===== src/rtl/fbb_pkg.sv =====
package fbb_pkg;
    typedef enum logic {
        REG_SEL  = 1'b0,
        REG_DATA = 1'b1
    } fbb_reg_e;
endpackage


===== src/rtl/fbb_index.sv =====
// Host pointer and select register.
module fbb_index #(
    parameter int unsigned IDXW = 3,
    parameter int unsigned DW   = 8
) (
    input  logic            clk,
    input  logic            rst_n,
    input  logic            uart_mode,
    input  logic            sel_wr,
    input  logic [DW-1:0]   sel_wdata,
    input  logic            data_acc,
    output logic [IDXW-1:0] idx,
    output logic            noinc,
    output logic [DW-1:0]   sel_rdata
);
    typedef struct packed {
        logic [IDXW-1:0] idx;
        logic            noinc;
    } idx_st_t;

    idx_st_t st_d, st_q;

    always_comb begin
        st_d = st_q;
        if (sel_wr) begin
            st_d.idx   = sel_wdata[IDXW-1:0];
            st_d.noinc = sel_wdata[IDXW];
        end else if (data_acc && !uart_mode && !st_q.noinc) begin
            st_d.idx = st_q.idx + 1'b1;
        end
    end

    always_ff @(posedge clk or negedge rst_n) begin
        if (!rst_n) st_q <= '0;
        else        st_q <= st_d;
    end

    always_comb begin
        sel_rdata           = '0;
        sel_rdata[IDXW-1:0] = st_q.idx;
        sel_rdata[IDXW]     = st_q.noinc;
    end

    assign idx   = st_q.idx;
    assign noinc = st_q.noinc;
endmodule


===== src/rtl/fbb_eng_ctr.sv =====
// Frame engine byte counter.
module fbb_eng_ctr #(
    parameter int unsigned IDXW = 3
) (
    input  logic            clk,
    input  logic            rst_n,
    input  logic            start,
    input  logic            step,
    output logic [IDXW-1:0] cnt
);
    typedef struct packed {
        logic [IDXW-1:0] cnt;
    } ctr_st_t;

    ctr_st_t st_d, st_q;

    always_comb begin
        st_d = st_q;
        if (start)     st_d.cnt = '0;
        else if (step) st_d.cnt = st_q.cnt + 1'b1;
    end

    always_ff @(posedge clk or negedge rst_n) begin
        if (!rst_n) st_q <= '0;
        else        st_q <= st_d;
    end

    assign cnt = st_q.cnt;
endmodule


===== src/rtl/fbb_store.sv =====
// Byte storage with two write ports; port A (host) wins on a shared slot.
module fbb_store #(
    parameter int unsigned IDXW = 3,
    parameter int unsigned DW   = 8
) (
    input  logic            clk,
    input  logic            rst_n,
    input  logic            a_we,
    input  logic [IDXW-1:0] a_addr,
    input  logic [DW-1:0]   a_wdata,
    output logic [DW-1:0]   a_rdata,
    input  logic            b_we,
    input  logic [IDXW-1:0] b_addr,
    input  logic [DW-1:0]   b_wdata,
    output logic [DW-1:0]   b_rdata
);
    localparam int unsigned DEPTH = 1 << IDXW;

    typedef struct packed {
        logic [DEPTH-1:0][DW-1:0] mem;
    } store_st_t;

    store_st_t st_d, st_q;

    always_comb begin
        st_d = st_q;
        if (b_we) st_d.mem[b_addr] = b_wdata;
        if (a_we) st_d.mem[a_addr] = a_wdata;
    end

    always_ff @(posedge clk or negedge rst_n) begin
        if (!rst_n) st_q <= '0;
        else        st_q <= st_d;
    end

    assign a_rdata = st_q.mem[a_addr];
    assign b_rdata = st_q.mem[b_addr];
endmodule


===== src/rtl/frame_byte_buffer.sv =====
module frame_byte_buffer #(
    parameter int unsigned IDXW = 3,
    parameter int unsigned DW   = 8
) (
    input  logic          clk,
    input  logic          rst_n,
    input  logic          uart_mode,
    input  logic          host_addr,
    input  logic          host_wr,
    input  logic          host_rd,
    input  logic [DW-1:0] host_wdata,
    output logic [DW-1:0] host_rdata,
    input  logic          eng_start,
    input  logic          eng_wr,
    input  logic          eng_rd,
    input  logic [DW-1:0] eng_wdata,
    output logic [DW-1:0] eng_rdata
);
    import fbb_pkg::*;

    typedef struct packed {
        logic [DW-1:0] tx;
        logic [DW-1:0] rx;
    } uart_st_t;

    uart_st_t        u_d, u_q;
    logic            data_sel;
    logic            data_acc;
    logic            sel_wr;
    logic            host_we;
    logic            eng_we;
    logic            eng_step;
    logic [IDXW-1:0] idx_w;
    logic            noinc_w;
    logic [IDXW-1:0] cnt_w;
    logic [DW-1:0]   sel_rdata;
    logic [DW-1:0]   host_buf_rdata;
    logic [DW-1:0]   eng_buf_rdata;

    always_comb begin
        data_sel = (host_addr == REG_DATA);
        data_acc = data_sel && (host_wr || host_rd);
        sel_wr   = !data_sel && host_wr;
        host_we  = !uart_mode && data_sel && host_wr;
        eng_we   = !uart_mode && eng_wr && !eng_start;
        eng_step = !uart_mode && (eng_wr || eng_rd);
    end

    fbb_index #(.IDXW(IDXW), .DW(DW)) u_index (
        .clk       (clk),
        .rst_n     (rst_n),
        .uart_mode (uart_mode),
        .sel_wr    (sel_wr),
        .sel_wdata (host_wdata),
        .data_acc  (data_acc),
        .idx       (idx_w),
        .noinc     (noinc_w),
        .sel_rdata (sel_rdata)
    );

    fbb_eng_ctr #(.IDXW(IDXW)) u_ctr (
        .clk   (clk),
        .rst_n (rst_n),
        .start (eng_start),
        .step  (eng_step),
        .cnt   (cnt_w)
    );

    fbb_store #(.IDXW(IDXW), .DW(DW)) u_store (
        .clk     (clk),
        .rst_n   (rst_n),
        .a_we    (host_we),
        .a_addr  (idx_w),
        .a_wdata (host_wdata),
        .a_rdata (host_buf_rdata),
        .b_we    (eng_we),
        .b_addr  (cnt_w),
        .b_wdata (eng_wdata),
        .b_rdata (eng_buf_rdata)
    );

    // UART bypass registers
    always_comb begin
        u_d = u_q;
        if (uart_mode && data_sel && host_wr) u_d.tx = host_wdata;
        if (uart_mode && eng_wr)              u_d.rx = eng_wdata;
    end

    always_ff @(posedge clk or negedge rst_n) begin
        if (!rst_n) u_q <= '0;
        else        u_q <= u_d;
    end

    always_comb begin
        if (!data_sel)      host_rdata = sel_rdata;
        else if (uart_mode) host_rdata = u_q.rx;
        else                host_rdata = host_buf_rdata;
        eng_rdata = uart_mode ? u_q.tx : eng_buf_rdata;
    end
endmodule


===== config.mk =====
export PLATFORM = sky130hd
export DESIGN_NAME = frame_byte_buffer
export DESIGN_NICKNAME = d
export VERILOG_FILES = /design/src/rtl/fbb_pkg.sv /design/src/rtl/fbb_index.sv /design/src/rtl/fbb_eng_ctr.sv /design/src/rtl/fbb_store.sv /design/src/rtl/frame_byte_buffer.sv
export SDC_FILE = /design/constraint.sdc
export NUM_CORES = 1
export LEC_CHECK = 0
export BUFFER_PORTS_ARGS = -buffer_cell sky130_fd_sc_hd__buf_2
export CORE_MARGIN = 2
export CORE_UTILIZATION = 40
export CTS_CLUSTER_SIZE = 20
export DETAILED_ROUTE_END_ITERATION = 7
export PLACE_DENSITY_LB_ADDON = 0.3
export SLEW_MARGIN = 15
export SYNTH_ARGS = -nofsm -noshare
export SYNTH_HDL_FRONTEND = slang
export SYNTH_SLANG_ARGS = --single-unit

===== constraint.sdc =====
create_clock -name clk -period 1.4 [get_ports clk]
set_input_delay 0.07 -clock clk [delete_from_list [all_inputs] [get_ports clk]]
set_output_delay 0.07 -clock clk [all_outputs]
set_load 0.01 [all_outputs]

Word-level counts from Yosys, hierarchy flattened
Index checks and enable logic that the tools add are counted.
Storage, ports and cells
  output and inout port bits: 16
  flip-flop bits (word level): 87
Cells by class
  reductions and logical operators: 22
  add/subtract/negate cells: 2
  multiplexer cells: 19
  $lt $le $gt $ge: 4
Operators by type and width (count)
  $bwmux W64: 2
  $mux W64: 2
  $mux W8: 7
  $bmux W8 S3: 2
  $demux W8 S3: 2
  $logic_and A1 B1 Y1: 14
  $mux W3: 4
  $lt A3 B4 Y1 const B: 2
  $add A3 B1 Y3 const B: 2
  $ge A3 B1 Y1 const B: 2
  $logic_not A1 Y1: 4
  $reduce_bool A2 Y1: 2
  $logic_or A1 B1 Y1: 2

Depth between registers and ports, before layout
Gate-level depths: netlist (run 1).
  depth in word-level cells: 8
  mapped depth: 6
  gate-level depth less buffers: 4

By module
From an unflattened synthesis (run 1), not the netlist that was laid out.
Unflattened totals
  cells, all modules: 497
  area, all modules: 5550.3 um2
Modules (own cells, without submodules)
  fbb_store: cells each 384, times used 1, area an instance 4196.5 um2
  frame_byte_buffer: cells each 77, times used 1, area an instance 937.1 um2
  fbb_index: cells each 25, times used 1, area an instance 280.3 um2
  fbb_eng_ctr: cells each 11, times used 1, area an instance 136.4 um2

Worst setup path before layout (run 1)
No wires, ideal clock.
  path type: reg-to-output
  from: reg u_index.st_q (netlist bit u_index.idx[0])
  to: out host_rdata[7]
  data required time: 1330 ps
  data arrival time: 1457 ps
  cell stages (with the launch flop): 6
  slack: -127 ps
  path through: dfrtp_1 > buf_6 > buf_8 > mux2i_1 > mux4_2 > o21ai_1
On the way
  cells in the longest elaborated chain, start to end: 4
Ends and longest elaborated chain
  from (decl): RTL line fbb_index.sv:21  | idx_st_t st_d, st_q;
  from (signal assigned): RTL line fbb_index.sv:35  | else st_q <= st_d;
  $bmux W8 S3: RTL line fbb_store.sv:36  | assign a_rdata = st_q.mem[a_addr];
  $mux W8 (implied by the code): RTL line fbb_store.sv:36
  $mux W8: RTL line frame_byte_buffer.sv:96  | else if (uart_mode) host_rdata = u_q.rx;
  $mux W8: RTL line frame_byte_buffer.sv:95  | if (!data_sel) host_rdata = sel_rdata;
  to (decl): RTL line frame_byte_buffer.sv:12  | output logic [DW-1:0] host_rdata,
No other way between the ends. The select of a mux whose other input is x is not followed.

Worst setup path in the final report (run 1)
  from: reg u_index.st_q (netlist bit u_index.idx[0])
  to: out host_rdata[6]
The elaborated chain is that of the path after synthesis.

==> summary.md, run 1 <==
| Metric | Value |
|---|---|
| PortBufs | 40 |
| WP data required | 1330 ps |
| Flop pwr share | 34.8% |
| CTS buffer count | 9 |
| Worst path max stage delay | 540 ps |
| Clock Latency Late Sink | between 300 and 400 ps |
| Tcrit/Tclk final | 143% |
| Commonest cells in the synthesized netlist | 87 x dfrtp_1, 66 x mux2i_1, 64 x a31oi_1, 64 x nor3_1 |
| Number of unique standard cell types used by synthesis | between 40 and 50 |
| Initial DRC Count | 1,047 |
| Placed Instances | 854 |
| CP Class | flip-flop to output pin |
| CTS max path bufs | 2 |
| Static leakage power | 3.29 nW |
| DR vias/cell | a little under 7 |
| Max transition margin | 64.1% |
| # DRC | 0 |
| # fillers | 1,158 |
| # IOs | 41 |
| Hold Fails Final Rpt | 0 |
| RD Place Congestion | 0.958 |
| Wire length per cell | 28.4 µm |
| Min Tclk post-route | 2010 ps |
| CP Max Fanout | 17 |
| Total global-route track usage | ~34% |
| Hold EP | u_ctr.cnt[2] |
| Async set-reset flop share out of synthesis | 100% |
| Commonest register cell after synthesis | dfrtp_1 |
| Syn. warnings | 0 |
| Syn_nets | 660 |
| Clock Sinks | 87 |
| DIE WIDTH | about 120 µm |
| Final setup viols | 82 |
| Dominant cell type by area after synthesis | dfrtp_1 |
| Count leader, synth | dfrtp_1 |
| Post-Syn Area | 0.00577 mm² |
| Largest net degree at the start of global routing | 38 |
| Critical R2R Capture | u_store.st_q[39] |
| EDFF count, synth | 0 |
| Final wirelength | 25,800 µm |
| Vias | between 6,000 and 7,000 |
| Startpoint type of the worst setup path | flip-flop |
| ANT nets after route | 0 |
| Root Buffer | clkbuf_16 |
| Switching Fraction | 37.9% |
| R2R depth | 5 |
| Max Cap Viol | 0 |
| Layout cells sized above 1 | 42.0% |
| Slew Limit Fails | 0 |
| Reg clk slew, reported paths | about 70 ps |
| Status | complete, but fails checks |
| Vias in the first global route | 6,144 |
| Layout area overhead | 41.8% |
| Global-route wire length before repair | 37,400 µm |
| Area contributors post-synth | dfrtp_1 38%, mux2i_1 11%, a31oi_1 6.9% |
| Internal power | 8.67 mW |
| Final non-filler cell total | 909 |
| Worst setup margin | -607 ps |
| Syn avg cell area | 9.11 µm² |
| Combinational power share | 42.0% |
| Drt pass-1 iters | 6 |
| Die H | 124 µm |
| Rows | 43 |
| R2R Path Start | u_ctr.cnt[1] |
| # H-tree levels | 3 |
| HP Class | primary input to flip-flop |
| Grt ovf | 0 |
| Worst R2R Setup Slack | -350 ps |
| Initial Utilization | between 40% and 50% |
| Clock share of power | 23.2% |
| Register cell area after layout | 0.00218 mm² |
| Failing checks | setup timing |
| RSZ-0062 raised after global routing | yes |
| Min-Delay Startpoint | eng_start |
| Synth Instances | 633 |
| Post-layout net count | 750 |
| FF+latch count, synth | 87 |
| Setup Total Neg Slack | -25,280 ps |
| CP cell instances | buf_12 -> mux2i_1 -> mux4_2 -> o21ai_2 -> buf_2 |
| Worst-Margin Slew | between 500 and 600 ps |
| Fmax achieved | 0.498 GHz |
| CORE AREA | 0.0140 mm² |
| PwrDens | 1710 mW/mm² |
| CTS tree | built |
| Die ar. | 0.0154 mm² |
| Crit-path slowest cell | mux4_2 |
| Critical path's top delay family | multiplexers |
| DP HPWL | 15,200 µm |
| Final Skew | about 6.5 ps |
| Sequential area share after synthesis | 37.7% |
| Post-synth top area share | 37.7% |
| Worst Path Arrival | 1940 ps |
| Worst IR Drop VDD | 0.853 mV |
| Antenna violations before repair | 1 |
| Levels on crit path | 5 |
| Crit path buf inv count | 2 |
| Multi-input gate area | 0.00369 mm² |
| NetSw | around 5.3 mW |
| Hold path cells | 3 |
| Critical path endpoint category | output pin |
repair_timing:
| action | in CTS | in global routing |
|---|---|---|
| cloned | 12 | 3 |
| hold buffers | 1 | 0 |
| pin swaps | 56 | 60 |
| setup buffers | 21 | 5 |
| resized for setup | 119 | 62 |
| endpoints found under the hold margin | 87 | 0 |
| setup endpoints to repair | 82 | 85 |
per-stage QoR:
stage	total power [mW]	utilization (%)	setup WS, ps	hold WS, ps	instance area, µm²
finish	14.0	58.5	-607	44.8	8180
global route	14.5	58.5	-668	67.6	8180
CTS	13.3	56.2	-599	45.2	7860
detailed placement	9.60	47.6	-218	8.69	6660
global placement	9.45	47.6	-191	6.16	6660
floorplan	7.57	-	-94.5	-226	5860
sequential cells by signal, indices dropped and copies added (netlist names):
register and flops:
u_store.st_q 64, u_index.noinc 1, u_index.idx 3, u_ctr.cnt 3, u_q 16
power groups by stage:
stage | logic (mW) | registers [mW] | clock network [mW]
2_1_floorplan | 3.42 | 4.15 | 0
3_3_place_gp | 4.81 | 4.64 | 0
3_5_place_dp | 4.99 | 4.62 | 0
4_1_cts | 5.42 | 4.66 | 3.24
5_1_grt | 6.21 | 4.91 | 3.34
6_report | 5.87 | 4.87 | 3.24
cells by family after synthesis:
| logic type | after synthesis | synth area share, % |
|---|---|---|
| AO/OA/AOI/OAI | 173 | 17.5 |
| XOR/XNOR | 1 | 0.152 |
| adder cells (fa/ha/maj) | 2 | 0.434 |
| buffers and inverters | 79 | 6.51 |
| flip-flops | 87 | 37.7 |
| multiplexers | 93 | 18.3 |
| AND/OR/NAND/NOR | 198 | 19.4 |
worst max path at each step:
stage / slack, ps / end / startpoint
4_1_cts: -600 / host_rdata[7] / u_index.idx[0]
3_5_place_dp: -220 / u_store.st_q[17] / u_index.idx[0]
3_3_place_gp: -190 / host_rdata[7] / u_index.idx[0]
2_1_floorplan: -90 / host_rdata[7] / u_index.idx[0]
5_1_grt: -670 / host_rdata[7] / u_index.idx[0]
6_report: -610 / host_rdata[6] / u_index.idx[0]
metal layers:
| metal | vias to the layer above | wire, µm | global-route usage (%) |
|---|---|---|---|
| met5 | - | 0 | 1.04 |
| met4 | 0 | 1960 | 21.7 |
| met3 | 161 | 3190 | 9.34 |
| met2 | 536 | 11200 | 50.3 |
| met1 | 3053 | 9500 | 42.9 |
| li1 | 2573 | - | - |
area by class of cell:
class / instances / share of cell area, %
well taps: 180 / 2.75
repair buffers: 154 / 20.4
clock inverters: 6 / 1.90
clock buffers: 10 / 2.92
inverters: 3 / 0.138
diodes: 1 / 0.0306
multi-input cells: 468 / 45.2
flip-flops and latches: 87 / 26.7
worst reg2reg max path, delay by kind of cell, from the launching register on:
kind,cells,cell delay (ps)
flops,1,420
buf+inv,2,350
simple gates,1,620
compound gates,2,240
cell usage in the layout (no fill, tap or decap), types with 4 or more instances in the layout:
cell type and instances:
dfrtp_1 83, nor3_1 64, o22ai_1 16, a31oi_1 63, dfrtp_2 4, nor2b_1 4
buf_4 56, buf_8 4, mux2i_1 64, clkbuf_16 11, a21oi_1 5, nand2b_1 13
o31a_1 8, nand3_2 8, buf_2 38, or2_4 9, o21ai_2 63, nand3_1 8
nand2_1 38, buf_6 23, nand4_1 16, buf_16 9, o21ai_4 5, bufinv_16 5
mux4_2 8, buf_12 20, mux2_2 19, and3b_1 16
No activity file was read; power rests on OpenSTA's default activity.
==> run 2: changes to the inputs <==
- CORE_ASPECT_RATIO: default -> 0.8
- REMOVE_ABC_BUFFERS: default -> 1
==> summary.md, run 2 (synthesized netlist as in run 1, its figures left out) <==
| Metric | Value |
|---|---|
| Fmax achieved | 0.508 GHz (was 0.498 GHz) |
| Largest register FFs | 64 (unchanged) |
| Root Buffer | clkbuf_16 (unchanged) |
| CTS max path bufs | 2 (unchanged) |
| Layout area overhead | 41.3% (was 41.8%) |
| CTS tree | built (unchanged) |
| Clock Sinks | 87 (unchanged) |
| Min-Delay Startpoint | eng_wdata[7] (was eng_start) |
| Clock Latency Late Sink | 340 ps (was 360 ps) |
| Commonest non-fill, non-tap cells in the layout | 82 x dfrtp_1, 63 x nor3_1, 63 x mux2i_1, 63 x buf_4, 57 x a31oi_1 (was 83 x dfrtp_1, 64 x nor3_1, 64 x mux2i_1) |
| Worst setup margin | -570 ps (was -607 ps) |
| Startpoint type of the worst setup path | flip-flop (unchanged) |
| Static leakage power | 3.30 nW (was 3.29 nW) |
| CORE AREA | 0.0142 mm² (was 0.0140 mm²) |
| Worst IR Drop VDD | 0.837 mV (was 0.853 mV) |
| Worst R2R Setup Slack | -420 ps (was -350 ps) |
| # H-tree levels | 3 (unchanged) |
| Drt pass-1 iters | 5 (was 6) |
| Final setup viols | 82 (unchanged) |
| Diode count | 0 (was 1) |
| Total global-route track usage | 30.2% (was 33.8%) |
| Final wirelength | 24,300 µm (was 25,800 µm) |
| PortBufs | 40 (unchanged) |
| Hold EP | u_store.st_q[23] (was u_ctr.cnt[2]) |
| DP HPWL | 14,200 µm (was 15,200 µm) |
| DR vias/cell | 6.85 (was 6.96) |
| Worst-Margin Slew | 412 ps (was 539 ps) |
| RSZ-0062 raised after global routing | yes (unchanged) |
| Multi-input gate area | 0.00379 mm² (was 0.00369 mm²) |
| Register cell area after layout | 0.00219 mm² (was 0.00218 mm²) |
| Final Skew | 5.99 ps (was 6.50 ps) |
| CP Class | flip-flop to output pin (unchanged) |
| Grt ovf | 0 (unchanged) |
| Slew Limit Fails | 0 (unchanged) |
| Vias in the first global route | 6,257 (was 6,144) |
| Initial DRC Count | 709 (was 1,047) |
| Reg clk slew, reported paths | 60 ps (was 70 ps) |
| RD Place Congestion | 0.943 (was 0.958) |
| Critical path endpoint category | output pin (unchanged) |
| Rows | 39 (was 43) |
| Worst slack, placed | -209 ps (was -218 ps) |
| Critical path origin | u_index.idx[0] (unchanged) |
| Min Tclk post-route | 1970 ps (was 2010 ps) |
| PwrDens | 1650 mW/mm² (was 1710 mW/mm²) |
| Worst Path Arrival | 1900 ps (was 1940 ps) |
| Antenna violations before repair | 0 (was 1) |
| CTS buffer count | 9 (unchanged) |
| # DRC | 0 (unchanged) |
| Vias | 6,247 (was 6,323) |
| Post-layout net count | 750 (unchanged) |
| # IOs | 41 (unchanged) |
| Largest reg by FF count | u_store.st_q (unchanged) |
| DIE WIDTH | 138 µm (was 124 µm) |
| WP data required | 1330 ps (about the same) |
| Status | complete, but fails checks (unchanged) |
| R2R Path Start | u_ctr.cnt[1] (unchanged) |
| HP Class | primary input to flip-flop (unchanged) |
| Hold Fails Final Rpt | 0 (unchanged) |
| Hold path cells | 3 (unchanged) |
| Failing checks | setup timing (unchanged) |
| Layout cells sized above 1 | 42.9% (was 42.0%) |
| Die ar. | 0.0154 mm² (about the same) |
| Global-route wire length before repair | 36,000 µm (was 37,400 µm) |
| Max transition margin | 72.3% (was 64.1%) |
| CP Max Fanout | 21 (was 17) |
| Setup Total Neg Slack | -26,770 ps (was -25,280 ps) |
| Most common cell after layout, fill and taps aside | dfrtp_1 (unchanged) |
| Initial Utilization | 40.6% (was 41.2%) |
| # fillers | 1,141 (was 1,158) |
| ANT nets after route | 0 (unchanged) |
| Largest net degree at the start of global routing | 38 (unchanged) |
| Wire length per cell | 26.7 µm (was 28.4 µm) |
| R2R depth | 6 (was 5) |
| Critical R2R Capture | u_store.st_q[32] (was u_store.st_q[39]) |
| Biggest regs | u_store.st_q x64, u_q x16 (unchanged) |
| Die H | 111 µm (was 124 µm) |
| Tcrit/Tclk final | 141% (was 143%) |
| Max Cap Viol | 0 (unchanged) |
==> run 2: cell types whose count changed in the layout (fill, tap and decap cells not counted), moves of 4 or more <==
cell / delta
nand2_2: +15
nand2_4: +6
buf_6: -4
o21ai_0: +26
o21ai_2: -30
buf_4: +7
buf_16: -4
nand2_1: -21
a31oi_4: +5
a31oi_1: -6
==> run 2: what timing repair did <==
item,CTS,global route
gates resized for setup,107,75
hold buffers,1,0
setup buffers,16,15
pin swaps,89,46
endpoints found under the hold margin,87,0
gates cloned,10,3
setup endpoints to repair,82,85
==> run 2: metrics by stage <==
step	std cells	utilization, %	cell area (µm²)	hold slack, ps	power, mW
after floorplan	557	-	5400	-226	7.22
after global placement	859	46.5	6600	-15.7	8.95
after detailed placement	859	46.5	6600	-13.0	9.16
after CTS	902	54.6	7760	47.5	12.5
after global routing	912	57.4	8150	80.2	13.9
final	912	57.4	8150	50.6	13.5
==> run 2: area by class of cell <==
type	count	area share (%)
multi-input combinational	467	46.6
sequential	87	26.8
timing repair buffer	155	19.4
clock buffer	10	2.93
tap	184	2.83
clock inverter	6	1.32
inverter	3	0.138
==> run 2: metal layers <==
metal  vias to the layer above  global-route usage [%]  share of wire (%)
met5                         -                       0                  0
met4                         0                    14.8                5.9
met3                       143                    8.22                 12
met2                       508                    46.8                 44
met1                      3044                    39.1                 38
li1                       2552                       -                  -
==> run 2: worst max path at each step <==
stage	slack, ps	endpoint	cells after the start
final	-570	host_rdata[5]	5
after global placement	-180	host_rdata[5]	5
after detailed placement	-210	host_rdata[5]	5
after floorplan	-1820	u_store.st_q[56]	3
after CTS	-550	host_rdata[5]	5
after global routing	-620	host_rdata[5]	5
==> run 2: power by group <==
| part | switching (mW) | internal (mW) | leakage (nW) | total [mW] |
|---|---|---|---|---|
| Clock | 1.06 | 1.79 | 0.168 | 2.85 |
| Combinational | 2.82 | 2.99 | 2.10 | 5.82 |
| Sequential | 1.24 | 3.57 | 1.04 | 4.81 |
| Total | 5.13 | 8.35 | 3.30 | 13.5 |
==> run 2: critical path, cell delays in order, from the launching register on <==
cell and delay, ps:
dfrtp_2 440, buf_12 180, mux2i_1 140, mux4_2 490, o21ai_2 140, buf_2 140
==> run 3: changes to the inputs <==
--- a/config.mk
+++ b/config.mk
@@ -12,4 +12,5 @@
 export CTS_CLUSTER_SIZE = 20
 export DETAILED_ROUTE_END_ITERATION = 7
+export GPL_TIMING_DRIVEN = 0
 export PLACE_DENSITY_LB_ADDON = 0.3
 export REMOVE_ABC_BUFFERS = 1
==> constraint.sdc (replaced) <==
create_clock -name clk -period 1.4 [get_ports clk]
set_input_delay 0.28 -clock clk [delete_from_list [all_inputs] [get_ports clk]]
set_output_delay 0.28 -clock clk [all_outputs]
set_load 0.01 [all_outputs]
==> summary.md, run 3 (synthesized netlist as in run 1, its figures left out) <==
| Metric | Value |
|---|---|
| Vias in the first global route | 5,733 (was 6,257) |
| Fin area | 0.00693 mm² (was 0.00815 mm²) |
| Antenna violations before repair | 0 (unchanged) |
| Tcrit/Tclk final | 163% (was 141%) |
| Initial DRC Count | 896 (was 709) |
| RD Place Congestion | 0.834 (was 0.943) |
| Final non-filler cell total | 834 (was 912) |
| Met2 WL | 10,000 µm (was 10,800 µm) |
| Placed Instances | 790 (was 859) |
| Max Cap Viol | 0 (unchanged) |
| Worst slack, placed | -1090 ps (was -209 ps) |
| Top Layer Used | met4 (unchanged) |
| Final wirelength | 21,600 µm (was 24,300 µm) |
| Final Util | 48.8% (was 57.4%) |
| Most common cell after layout, fill and taps aside | dfrtp_1 (unchanged) |
| PortBufs | 40 (unchanged) |
| ANT nets after route | 0 (unchanged) |
| Flop pwr share | 39.6% (was 35.7%) |
| Worst path max stage delay | 520 ps (was 490 ps) |
| Register cell area after layout | 0.00219 mm² (about the same) |
| CTS tree | built (unchanged) |
| Clock Sinks | 87 (unchanged) |
| CTS buffer count | 9 (unchanged) |
| Critical path endpoint category | output pin (unchanged) |
| Worst IR Drop VDD | 1.09 mV (was 0.837 mV) |
| Largest register FFs | 64 (unchanged) |
| Met1 wire length | 8440 µm (was 9330 µm) |
| Hold Fails Final Rpt | 0 (unchanged) |
| Dpl cell area | 0.00605 mm² (was 0.00660 mm²) |
| Reg clk slew, reported paths | 60 ps (about the same) |
| Die ar. | 0.0154 mm² (unchanged) |
| Layout cells sized above 1 | 25.5% (was 42.9%) |
| DIE WIDTH | 138 µm (unchanged) |
| Min Tclk post-route | 2280 ps (was 1970 ps) |
| Vias | 5,685 (was 6,247) |
| Die H | 111 µm (unchanged) |
| Diode count | 0 (unchanged) |
| CP Class | flip-flop to output pin (unchanged) |
| PwrDens | 1720 mW/mm² (was 1650 mW/mm²) |
| # fillers | 1,277 (was 1,141) |
| Setup Total Neg Slack | -53,640 ps (was -26,770 ps) |
| Worst setup margin | -878 ps (was -570 ps) |
| Grt ovf | 0 (unchanged) |
| Clock share of power | 20.9% (was 21.1%) |
| Critical path's top delay family | multiplexers (unchanged) |
| Largest reg by FF count | u_store.st_q (unchanged) |
| CP Max Fanout | 21 (unchanged) |
| Final setup viols | 94 (was 82) |
| Max transition margin | 45.1% (was 72.3%) |
| Total global-route track usage | 27.9% (was 30.2%) |
| DR vias/cell | 6.82 (was 6.85) |
| Startpoint type of the worst setup path | flip-flop (unchanged) |
| NetSw | 4.53 mW (was 5.13 mW) |
| # IOs | 41 (unchanged) |
| CORE AREA | 0.0142 mm² (unchanged) |
| Crit-path slowest cell | dfrtp_4 (was mux4_2) |
| Metal3 WL | 2230 µm (was 2810 µm) |
| # H-tree levels | 3 (unchanged) |
| Fmax achieved | 0.439 GHz (was 0.508 GHz) |
| Drt pass-1 iters | 5 (unchanged) |
| Total power | 11.9 mW (was 13.5 mW) |
| Slew Limit Fails | 0 (unchanged) |
| Status | complete, but fails checks (unchanged) |
| Multi-input gate area | 0.00345 mm² (was 0.00379 mm²) |
| Worst-Margin Slew | 823 ps (was 412 ps) |
| Failing checks | setup timing (unchanged) |
| Switching Fraction | 38.0% (about the same) |
| Final Skew | 6.90 ps (was 5.99 ps) |
| Root Buffer | clkbuf_16 (unchanged) |
| Largest net degree at the start of global routing | 60 (was 38) |
| Biggest regs | u_store.st_q x64, u_q x16 (unchanged) |
| Layout area overhead | 20.2% (was 41.3%) |
| Combinational power share | 39.5% (was 43.2%) |
| DP HPWL | 12,000 µm (was 14,200 µm) |
| CP cell instances | buf_12 -> mux2i_1 -> mux4_2 -> o21ai_1 -> buf_2 (was buf_12 -> mux2i_1 -> mux4_2 -> o21ai_2 -> buf_2) |
| # DRC | 0 (unchanged) |
| Crit path buf inv count | 2 (unchanged) |
| Clock Latency Late Sink | 350 ps (was 340 ps) |
| HP Class | primary input to flip-flop (unchanged) |
| Worst Path Arrival | 2000 ps (was 1900 ps) |
| Global-route wire length before repair | 33,200 µm (was 36,000 µm) |
| Commonest non-fill, non-tap cells in the layout | 81 x dfrtp_1, 64 x nor3_1, 62 x a31oi_1 (was 82 x dfrtp_1, 63 x nor3_1, 63 x mux2i_1, 63 x buf_4, 57 x a31oi_1) |
| Wire length per cell | 25.9 µm (was 26.7 µm) |
| Rows | 39 (unchanged) |
| Hold slack final | 267 ps (was 50.6 ps) |
| Initial Utilization | 40.6% (unchanged) |
| CTS max path bufs | 2 (unchanged) |
| RSZ-0062 raised after global routing | yes (unchanged) |
| Post-layout net count | 673 (was 750) |
| Static leakage power | 2.65 nW (was 3.30 nW) |
| WP data required | 1120 ps (was 1330 ps) |
| Internal power | 7.39 mW (was 8.35 mW) |
run 3: final timing paths:
| path | cells after the start | slack (ps) | startpoint | endpoint |
|---|---|---|---|---|
| worst max-delay path | 5 | -880 | u_index.idx[0] | host_rdata[3] |
| worst min-delay path | 2 | 270 | eng_start | u_ctr.cnt[1] |
| worst max register to register | 3 | -850 | u_index.idx[2] | u_store.st_q[9] |
| worst min register to register | 1 | 490 | u_q[9] | u_q[9] |
| max in group asynchronous | 3 | 330 | rst_n | u_store.st_q[44] |
| min in group asynchronous | 2 | 410 | rst_n | u_index.idx[2] |
run 3: area by class of cell:
cell class | instances | area share, %
repair buffers | 77 | 10.8
inverters | 3 | 0.162
multi-input cells | 468 | 49.8
clock buffers | 12 | 3.70
flip-flops and latches | 87 | 31.7
clock inverters | 3 | 0.614
well taps | 184 | 3.32
run 3: power groups by stage:
stage / sequential (mW) / clock [mW] / combinational [mW]
2_1_floorplan: 4.36 / 0 / 2.86
3_3_place_gp: 4.69 / 0 / 3.74
3_5_place_dp: 4.65 / 0 / 4.02
4_1_cts: 4.60 / 2.52 / 4.50
5_1_grt: 4.85 / 2.60 / 5.03
6_report: 4.72 / 2.49 / 4.70
run 3: routing by layer:
layer  GRT usage, %  vias to the layer above
met5              0                        -
met4           14.8                        0
met3           5.55                       96
met2           43.1                      411
met1           37.3                     2765
li1               -                     2413
run 3: what timing repair did:
| item | CTS | global route |
|---|---|---|
| pin swaps | 16 | 17 |
| gates cloned | 6 | 0 |
| buffers inserted | 19 | 6 |
| hold buffers | 1 | 0 |
| hold endpoints to repair | 28 | 0 |
| setup endpoints to repair | 100 | 94 |
| resized for setup | 42 | 23 |
